`src/rtl/can_bt_pkg.sv`:
```
package can_bt_pkg;

    typedef enum logic [1:0] {
        SEG_SYNC = 2'd0,
        SEG_PROP = 2'd1,
        SEG_PH1  = 2'd2,
        SEG_PH2  = 2'd3
    } seg_e;

    function automatic logic vote3(input logic a, input logic b, input logic c);
        return (a & b) | (a & c) | (b & c);
    endfunction

endpackage

```
`src/rtl/can_bt_quantum.sv`:
```
module can_bt_quantum #(
    parameter int BRP_W = 6
) (
    input  logic             clk,
    input  logic             rst_n,
    input  logic [BRP_W-1:0] brp,
    output logic             tick
);
    localparam int PW = BRP_W + 1;

    logic [PW-1:0] pcnt_d, pcnt_q;
    logic [PW-1:0] last;

    // quantum = 2*(brp+1) clocks, so the counter wraps at 2*brp+1
    assign last = {brp, 1'b1};
    assign tick = (pcnt_q >= last);

    always_comb begin
        pcnt_d = tick ? '0 : pcnt_q + 1'b1;
    end

    always_ff @(posedge clk or negedge rst_n) begin
        if (!rst_n) pcnt_q <= '0;
        else        pcnt_q <= pcnt_d;
    end
endmodule

```
`src/rtl/can_bt_rxfront.sv`:
```
module can_bt_rxfront
    import can_bt_pkg::*;
#(
    parameter int TAPS = 3
) (
    input  logic clk,
    input  logic rst_n,
    input  logic rx_in,
    input  logic tick,
    output logic rx_now,
    output logic fall,
    output logic voted
);
    localparam int HW = TAPS - 1;

    typedef struct packed {
        logic          rx_s;
        logic          last;
        logic [HW-1:0] hist;
    } fr_t;

    fr_t d, q;

    always_comb begin
        d      = q;
        d.rx_s = rx_in;
        if (tick) begin
            d.last = q.rx_s;
            d.hist = {q.hist[HW-2:0], q.rx_s};
        end
    end

    always_ff @(posedge clk or negedge rst_n) begin
        if (!rst_n) q <= '1;
        else        q <= d;
    end

    assign rx_now = q.rx_s;
    assign fall   = tick & q.last & ~q.rx_s;
    assign voted  = vote3(q.hist[1], q.hist[0], q.rx_s);
endmodule

```
`src/rtl/can_bit_timing.sv`:
```
module can_bit_timing
    import can_bt_pkg::*;
#(
    parameter int BRP_W = 6,
    parameter int SEG_W = 3,
    parameter int SJW_W = 2
) (
    input  logic             clk,
    input  logic             rst_n,
    input  logic [BRP_W-1:0] cfg_brp,
    input  logic [SEG_W-1:0] cfg_prop,
    input  logic [SEG_W-1:0] cfg_ph1,
    input  logic [SEG_W-1:0] cfg_ph2,
    input  logic [SJW_W-1:0] cfg_sjw,
    input  logic             cfg_triple,
    input  logic             bus_idle,
    input  logic             rx_in,
    input  logic             tx_bit,
    output logic             rx_bit,
    output logic             sample_stb,
    output logic             tx_stb
);
    localparam int CNT_W = SEG_W + 1;
    localparam int EW    = CNT_W + 1;
    localparam int XW    = SJW_W + 1;
    localparam logic [EW-1:0] ONE = EW'(1);

    typedef struct packed {
        seg_e             seg;
        logic [CNT_W-1:0] cnt;
        logic [XW-1:0]    ext;
        logic [XW-1:0]    shr;
        logic             synced;
        logic             smp;
        logic             txs;
        logic             bit_v;
    } st_t;

    st_t d, q;

    logic tq_tick;
    logic rx_now, fall, voted;
    logic hard, resync;
    logic [EW-1:0] len_p, len_b, sjw_l, cnt_e, err_late, err_early, ph1_len;

    can_bt_quantum #(.BRP_W(BRP_W)) u_quantum (
        .clk   (clk),
        .rst_n (rst_n),
        .brp   (cfg_brp),
        .tick  (tq_tick)
    );

    can_bt_rxfront #(.TAPS(3)) u_rxfront (
        .clk    (clk),
        .rst_n  (rst_n),
        .rx_in  (rx_in),
        .tick   (tq_tick),
        .rx_now (rx_now),
        .fall   (fall),
        .voted  (voted)
    );

    assign len_p     = EW'(cfg_prop) + ONE;
    assign len_b     = EW'(cfg_ph2) + ONE;
    assign sjw_l     = EW'(cfg_sjw) + ONE;
    assign cnt_e     = EW'(q.cnt);
    assign err_late  = (q.seg == SEG_PROP) ? cnt_e + ONE : len_p + cnt_e + ONE;
    assign err_early = len_b - cnt_e;
    assign hard      = fall & bus_idle;
    assign resync    = fall & ~bus_idle & tx_bit & ~q.synced;

    always_comb begin
        d       = q;
        d.smp   = 1'b0;
        d.txs   = 1'b0;
        ph1_len = '0;
        if (tq_tick) begin
            if (hard) begin
                // edge quantum served as the sync segment of a new bit
                d.seg    = SEG_PROP;
                d.cnt    = '0;
                d.ext    = '0;
                d.shr    = '0;
                d.synced = 1'b1;
            end else begin
                case (q.seg)
                    SEG_SYNC: begin
                        if (resync) d.synced = 1'b1;
                        d.seg = SEG_PROP;
                        d.cnt = '0;
                    end
                    SEG_PROP: begin
                        if (resync) begin
                            d.ext    = XW'((err_late < sjw_l) ? err_late : sjw_l);
                            d.synced = 1'b1;
                        end
                        if (cnt_e + ONE >= len_p) begin
                            d.seg = SEG_PH1;
                            d.cnt = '0;
                        end else begin
                            d.cnt = q.cnt + 1'b1;
                        end
                    end
                    SEG_PH1: begin
                        if (resync) begin
                            d.ext    = XW'((err_late < sjw_l) ? err_late : sjw_l);
                            d.synced = 1'b1;
                        end
                        ph1_len = EW'(cfg_ph1) + ONE + EW'(d.ext);
                        if (cnt_e + ONE >= ph1_len) begin
                            d.seg    = SEG_PH2;
                            d.cnt    = '0;
                            d.smp    = 1'b1;
                            d.bit_v  = cfg_triple ? voted : rx_now;
                            d.synced = 1'b0;
                        end else begin
                            d.cnt = q.cnt + 1'b1;
                        end
                    end
                    default: begin
                        if (resync && (err_early <= sjw_l)) begin
                            d.seg    = SEG_PROP;
                            d.cnt    = '0;
                            d.ext    = '0;
                            d.shr    = '0;
                            d.synced = 1'b1;
                            d.txs    = 1'b1;
                        end else begin
                            if (resync) begin
                                d.shr    = XW'(sjw_l);
                                d.synced = 1'b1;
                            end
                            if (cnt_e + ONE + EW'(d.shr) >= len_b) begin
                                d.seg = SEG_SYNC;
                                d.cnt = '0;
                                d.ext = '0;
                                d.shr = '0;
                                d.txs = 1'b1;
                            end else begin
                                d.cnt = q.cnt + 1'b1;
                            end
                        end
                    end
                endcase
            end
        end
    end

    always_ff @(posedge clk or negedge rst_n) begin
        if (!rst_n) begin
            q       <= '0;
            q.seg   <= SEG_SYNC;
            q.bit_v <= 1'b1;
        end else begin
            q <= d;
        end
    end

    assign rx_bit     = q.bit_v;
    assign sample_stb = q.smp;
    assign tx_stb     = q.txs;
endmodule

```
`config.mk`:
```
export PLATFORM = sky130hd
export DESIGN_NAME = can_bit_timing
export DESIGN_NICKNAME = d
export VERILOG_FILES = /design/src/rtl/can_bt_pkg.sv /design/src/rtl/can_bt_quantum.sv /design/src/rtl/can_bt_rxfront.sv /design/src/rtl/can_bit_timing.sv
export SDC_FILE = /design/constraint.sdc
export NUM_CORES = 1
export LEC_CHECK = 0
export CAP_MARGIN = 15
export CORE_UTILIZATION = 40
export CTS_BUF_LIST = sky130_fd_sc_hd__clkbuf_2 sky130_fd_sc_hd__clkbuf_4 sky130_fd_sc_hd__clkbuf_8
export DETAILED_ROUTE_END_ITERATION = 6
export HOLD_SLACK_MARGIN = 0.15
export PLACE_DENSITY_LB_ADDON = 0.12
export SYNTH_ARGS = -nofsm -noshare
export SYNTH_HDL_FRONTEND = slang
export SYNTH_SLANG_ARGS = --single-unit
```
`constraint.sdc`:
```
create_clock -name clk -period 5.41 [get_ports clk]
set_clock_uncertainty 0.2 [all_clocks]
set_input_delay 0.8115 -clock clk [delete_from_list [all_inputs] [get_ports clk]]
set_output_delay 0.8115 -clock clk [all_outputs]
set_load 0.05 [all_outputs]
```
==> results_dict.tcl <==
set metrics [dict create \
    status "finished, final reports clean" \
    synthesis.instances 299 \
    area_growth_pct 22.6 \
    fp.dieArea_sq_um 6860 \
    crit_start "cfg_brp[5]" \
    cts_tree "done" \
    post_route_cells_drive_above_1_share 0.161 \
    multi_input_area_sq_um 1840 \
    viasPerCell 5.32 \
    regArea_sq_um 656 \
    worstReg2RegEnd "cnt_e[0]$_DFFE_PN0N_" \
    die_w_um 82.8 \
    grt_pass1_wl_mm 9.96 \
    tns_ps 0 \
    setup.worst_path.end_class "register" \
    port_buffers 25 \
    place.gp.congestion 0.884 \
    max-vdd-ir-drop_mv 0.353 \
    cts_buffers 3 \
    ys_ff_latch 26 \
    place_hpwl_mm 4.76 \
    synth_edf_count 0 \
    synth.distinct_cells 51 \
    ios 26 \
    start_util 0.414 \
    drt_wl_total_mm 5.90 \
    synth_seq_area_share 0.251 \
    cts.path.max_buffers 2 \
    via_count 2222 \
    r2r_cells 20 \
    max_slew_margin 0.656 \
    slew_viol_final 0 \
    ant_nets 0 \
    antenna_found_initial 0 \
    max_cap_violations 0 \
    power.density_nw_per_um2 545 \
    clk_pin_slew_worst_paths_ps 90 \
    antenna_cells 0 \
    crit_fanout 7 \
    die_h_um 82.8 \
    clockRootBuffer "clkbuf_8" \
    synth_ff_type "dfrtp_1" \
    cts_htree_levels 1 \
    post-route-drc-count 0 \
    first_global_vias 2100 \
    grt_use_total 0.176 \
    core_area_sq_um 6310 \
    finalPower_mw 1.74 \
    timing_hold_violations_final 0 \
    r2r_slack_ps 660 \
    syn_area_sq_um 2610 \
    p_leak_nw 1.58 \
    max_freq_ghz 0.198 \
    crit_end "cnt_e[3]$_DFFE_PN0N_" \
    fill_cells 635 \
    drt-initial-drc-count 92 \
    synth.avg_cell_area_sq_um 8.74 \
    grt_max_degree 27 \
    worstSetupPathType "in2reg" \
    final_nets 416 \
    arrival_ps 5040 \
    synth_async_sr_flop_share 1.00 \
    clk_latency_ps 270 \
    drt_pass1_iterations 4 \
    hp-class "reg2reg" \
    rows 29 \
    grt_overflow_total 0 \
    finalSetupViolCount 0 \
    synth_nets 373 \
    rsz0062_at_grt "false" \
    clkSinkCount 26 \
    fin_crit_ps 5050 \
    r2r_start "cnt_e[0]$_DFFE_PN0N_" \
    post-route-period-util 0.933 \
    detail_route.wl_per_cell_um 14.1 \
    required_ps 5400 \
    max_slew.worst_pin.slew_ps 511 \
    startpoint_type "input pin" \
    ys_warn_count 0 \
]
final cells by class:
cell class,count,area share
multi-input cells,229,0.575
flip-flops and latches,26,0.205
repair buffers,43,0.122
inverters,39,0.0457
well taps,77,0.0301
clock buffers,3,0.0129
clock inverters,1,0.00938
kinds of logic after synthesis:
logic type,count (synthesis),synth area share
compound gates,77,0.203
xor+xnor,12,0.0402
fa+ha+maj,51,0.256
buf+inv,44,0.0647
flops,26,0.251
mux,7,0.0278
simple gates,82,0.158
how the worst min path moves through the flow:
stage / start / endpoint / slack [ps] / depth (start not counted)
2_1_floorplan: u_rxfront.q[1]$_DFFE_PN1N_ / u_rxfront.q[1]$_DFFE_PN1N_ / 240 / 2
3_3_place_gp: u_rxfront.q[1]$_DFFE_PN1N_ / u_rxfront.q[1]$_DFFE_PN1N_ / 250 / 2
3_5_place_dp: u_rxfront.q[1]$_DFFE_PN1N_ / u_rxfront.q[1]$_DFFE_PN1N_ / 260 / 2
4_1_cts: u_rxfront.q[1]$_DFFE_PN1N_ / u_rxfront.q[1]$_DFFE_PN1N_ / 270 / 2
5_1_grt: u_rxfront.q[1]$_DFFE_PN1N_ / u_rxfront.q[1]$_DFFE_PN1N_ / 290 / 2
6_report: u_rxfront.q[1]$_DFFE_PN1N_ / u_rxfront.q[1]$_DFFE_PN1N_ / 270 / 2
placed cells by master (no fill, tap or decap), types with 3 or more instances in the layout:
| cell | instances |
|---|---|
| ha_1 | 44 |
| inv_1 | 38 |
| clkdlybuf4s50_1 | 23 |
| dfrtp_1 | 22 |
| nand2_1 | 19 |
| nor2_1 | 19 |
| a21oi_1 | 18 |
| buf_4 | 18 |
| o21ai_0 | 14 |
| nand3_1 | 10 |
| xor2_1 | 7 |
| nor2b_1 | 6 |
| xnor2_1 | 5 |
| o21ai_2 | 5 |
| mux2i_1 | 5 |
| nor3_1 | 5 |
| a21o_1 | 5 |
| o21ai_1 | 4 |
| nand2b_1 | 4 |
| dfstp_2 | 4 |
| or2_2 | 3 |
| and3_1 | 3 |
| and2_1 | 3 |
| o21a_1 | 3 |
| o211ai_1 | 3 |
| o22ai_1 | 3 |
| a22o_2 | 3 |
| fa_1 | 3 |
| clkbuf_8 | 3 |
worst max-delay path, cell delays in order:
cell	delay [ps]
clkdlybuf4s50_1	450
inv_1	40
ha_1	310
a21oi_1	150
o21ai_1	100
or2_2	290
nand2b_1	160
o21ai_0	150
ha_1	240
fa_1	410
xor2_1	180
ha_1	210
a211o_1	280
a211oi_2	330
nand2_2	120
a2111oi_4	540
o22ai_1	160
o21ai_0	100
stage by stage:
stage,hold slack [ps],instance area [sq um],cells,setup WS (ps),utilization
after CTS,274,3140,417,40.9,0.498
after floorplan,239,2610,299,352,-
after detailed placement,261,3060,413,-431,0.485
after global routing,286,3200,418,127,0.507
after global placement,252,3060,413,-298,0.485
final,270,3200,418,360,0.507
timing repair:
item	CTS	global route
setup endpoints to repair	7	8
setup buffers	0	1
gates resized for setup	3	17
pin swaps	0	6
hold buffers	0	0
endpoints found under the hold margin	0	0
power by group:
| group | internal [mW] | switching (mW) | leakage, nW | total, mW |
|---|---|---|---|---|
| clock | 0.0990 | 0.0637 | 0.0357 | 0.163 |
| sequential | 0.271 | 0.0767 | 0.330 | 0.348 |
| combinational | 0.577 | 0.657 | 1.21 | 1.23 |
| total | 0.947 | 0.798 | 1.58 | 1.74 |
metal layers:
| metal | vias to the layer above | GRT usage | wire, um |
|---|---|---|---|
| met2 | 31 | 0.280 | 2750 |
| met4 | 0 | 0.0251 | 42 |
| li1 | 1126 | - | - |
| met1 | 1061 | 0.261 | 2970 |
| met5 | - | 0 | 0 |
| met3 | 4 | 0.0199 | 139 |
cells in the mapped netlist (all sizes together), types with 2 or more instances:
cell | count | share of area
nand2b | 5 | 0.015
ha | 47 | 0.23
fa | 4 | 0.031
and2 | 3 | 0.0072
clkbuf | 2 | 0.0029
xnor2 | 5 | 0.017
a31oi | 2 | 0.0048
o21ai | 23 | 0.045
o21a | 3 | 0.0086
nor2b | 6 | 0.014
mux2 | 2 | 0.0086
mux2i | 5 | 0.019
o211ai | 4 | 0.013
or2 | 3 | 0.0072
a21oi | 19 | 0.041
a21o | 5 | 0.014
o22ai | 4 | 0.0096
nor3 | 5 | 0.0096
a22o | 4 | 0.015
o2bb2ai | 2 | 0.0067
o31ai | 2 | 0.0057
inv | 39 | 0.056
or3 | 2 | 0.0048
nor2 | 20 | 0.030
nand2 | 20 | 0.030
xor2 | 7 | 0.023
and3 | 4 | 0.0096
a211oi | 3 | 0.011
dfrtp | 22 | 0.21
buf | 3 | 0.0057
nand3 | 10 | 0.019
dfstp | 4 | 0.040
state kept, by name, indices dropped and copies added, names as in the netlist:
| signal | cells |
|---|---|
| u_rxfront.rx_now | 1 |
| u_quantum.pcnt_q | 7 |
| cnt_e | 4 |
| rx_bit | 1 |
| q | 9 |
| u_rxfront.q | 2 |
| tx_stb | 1 |
| sample_stb | 1 |
No activity file was read; power rests on OpenSTA's default activity.
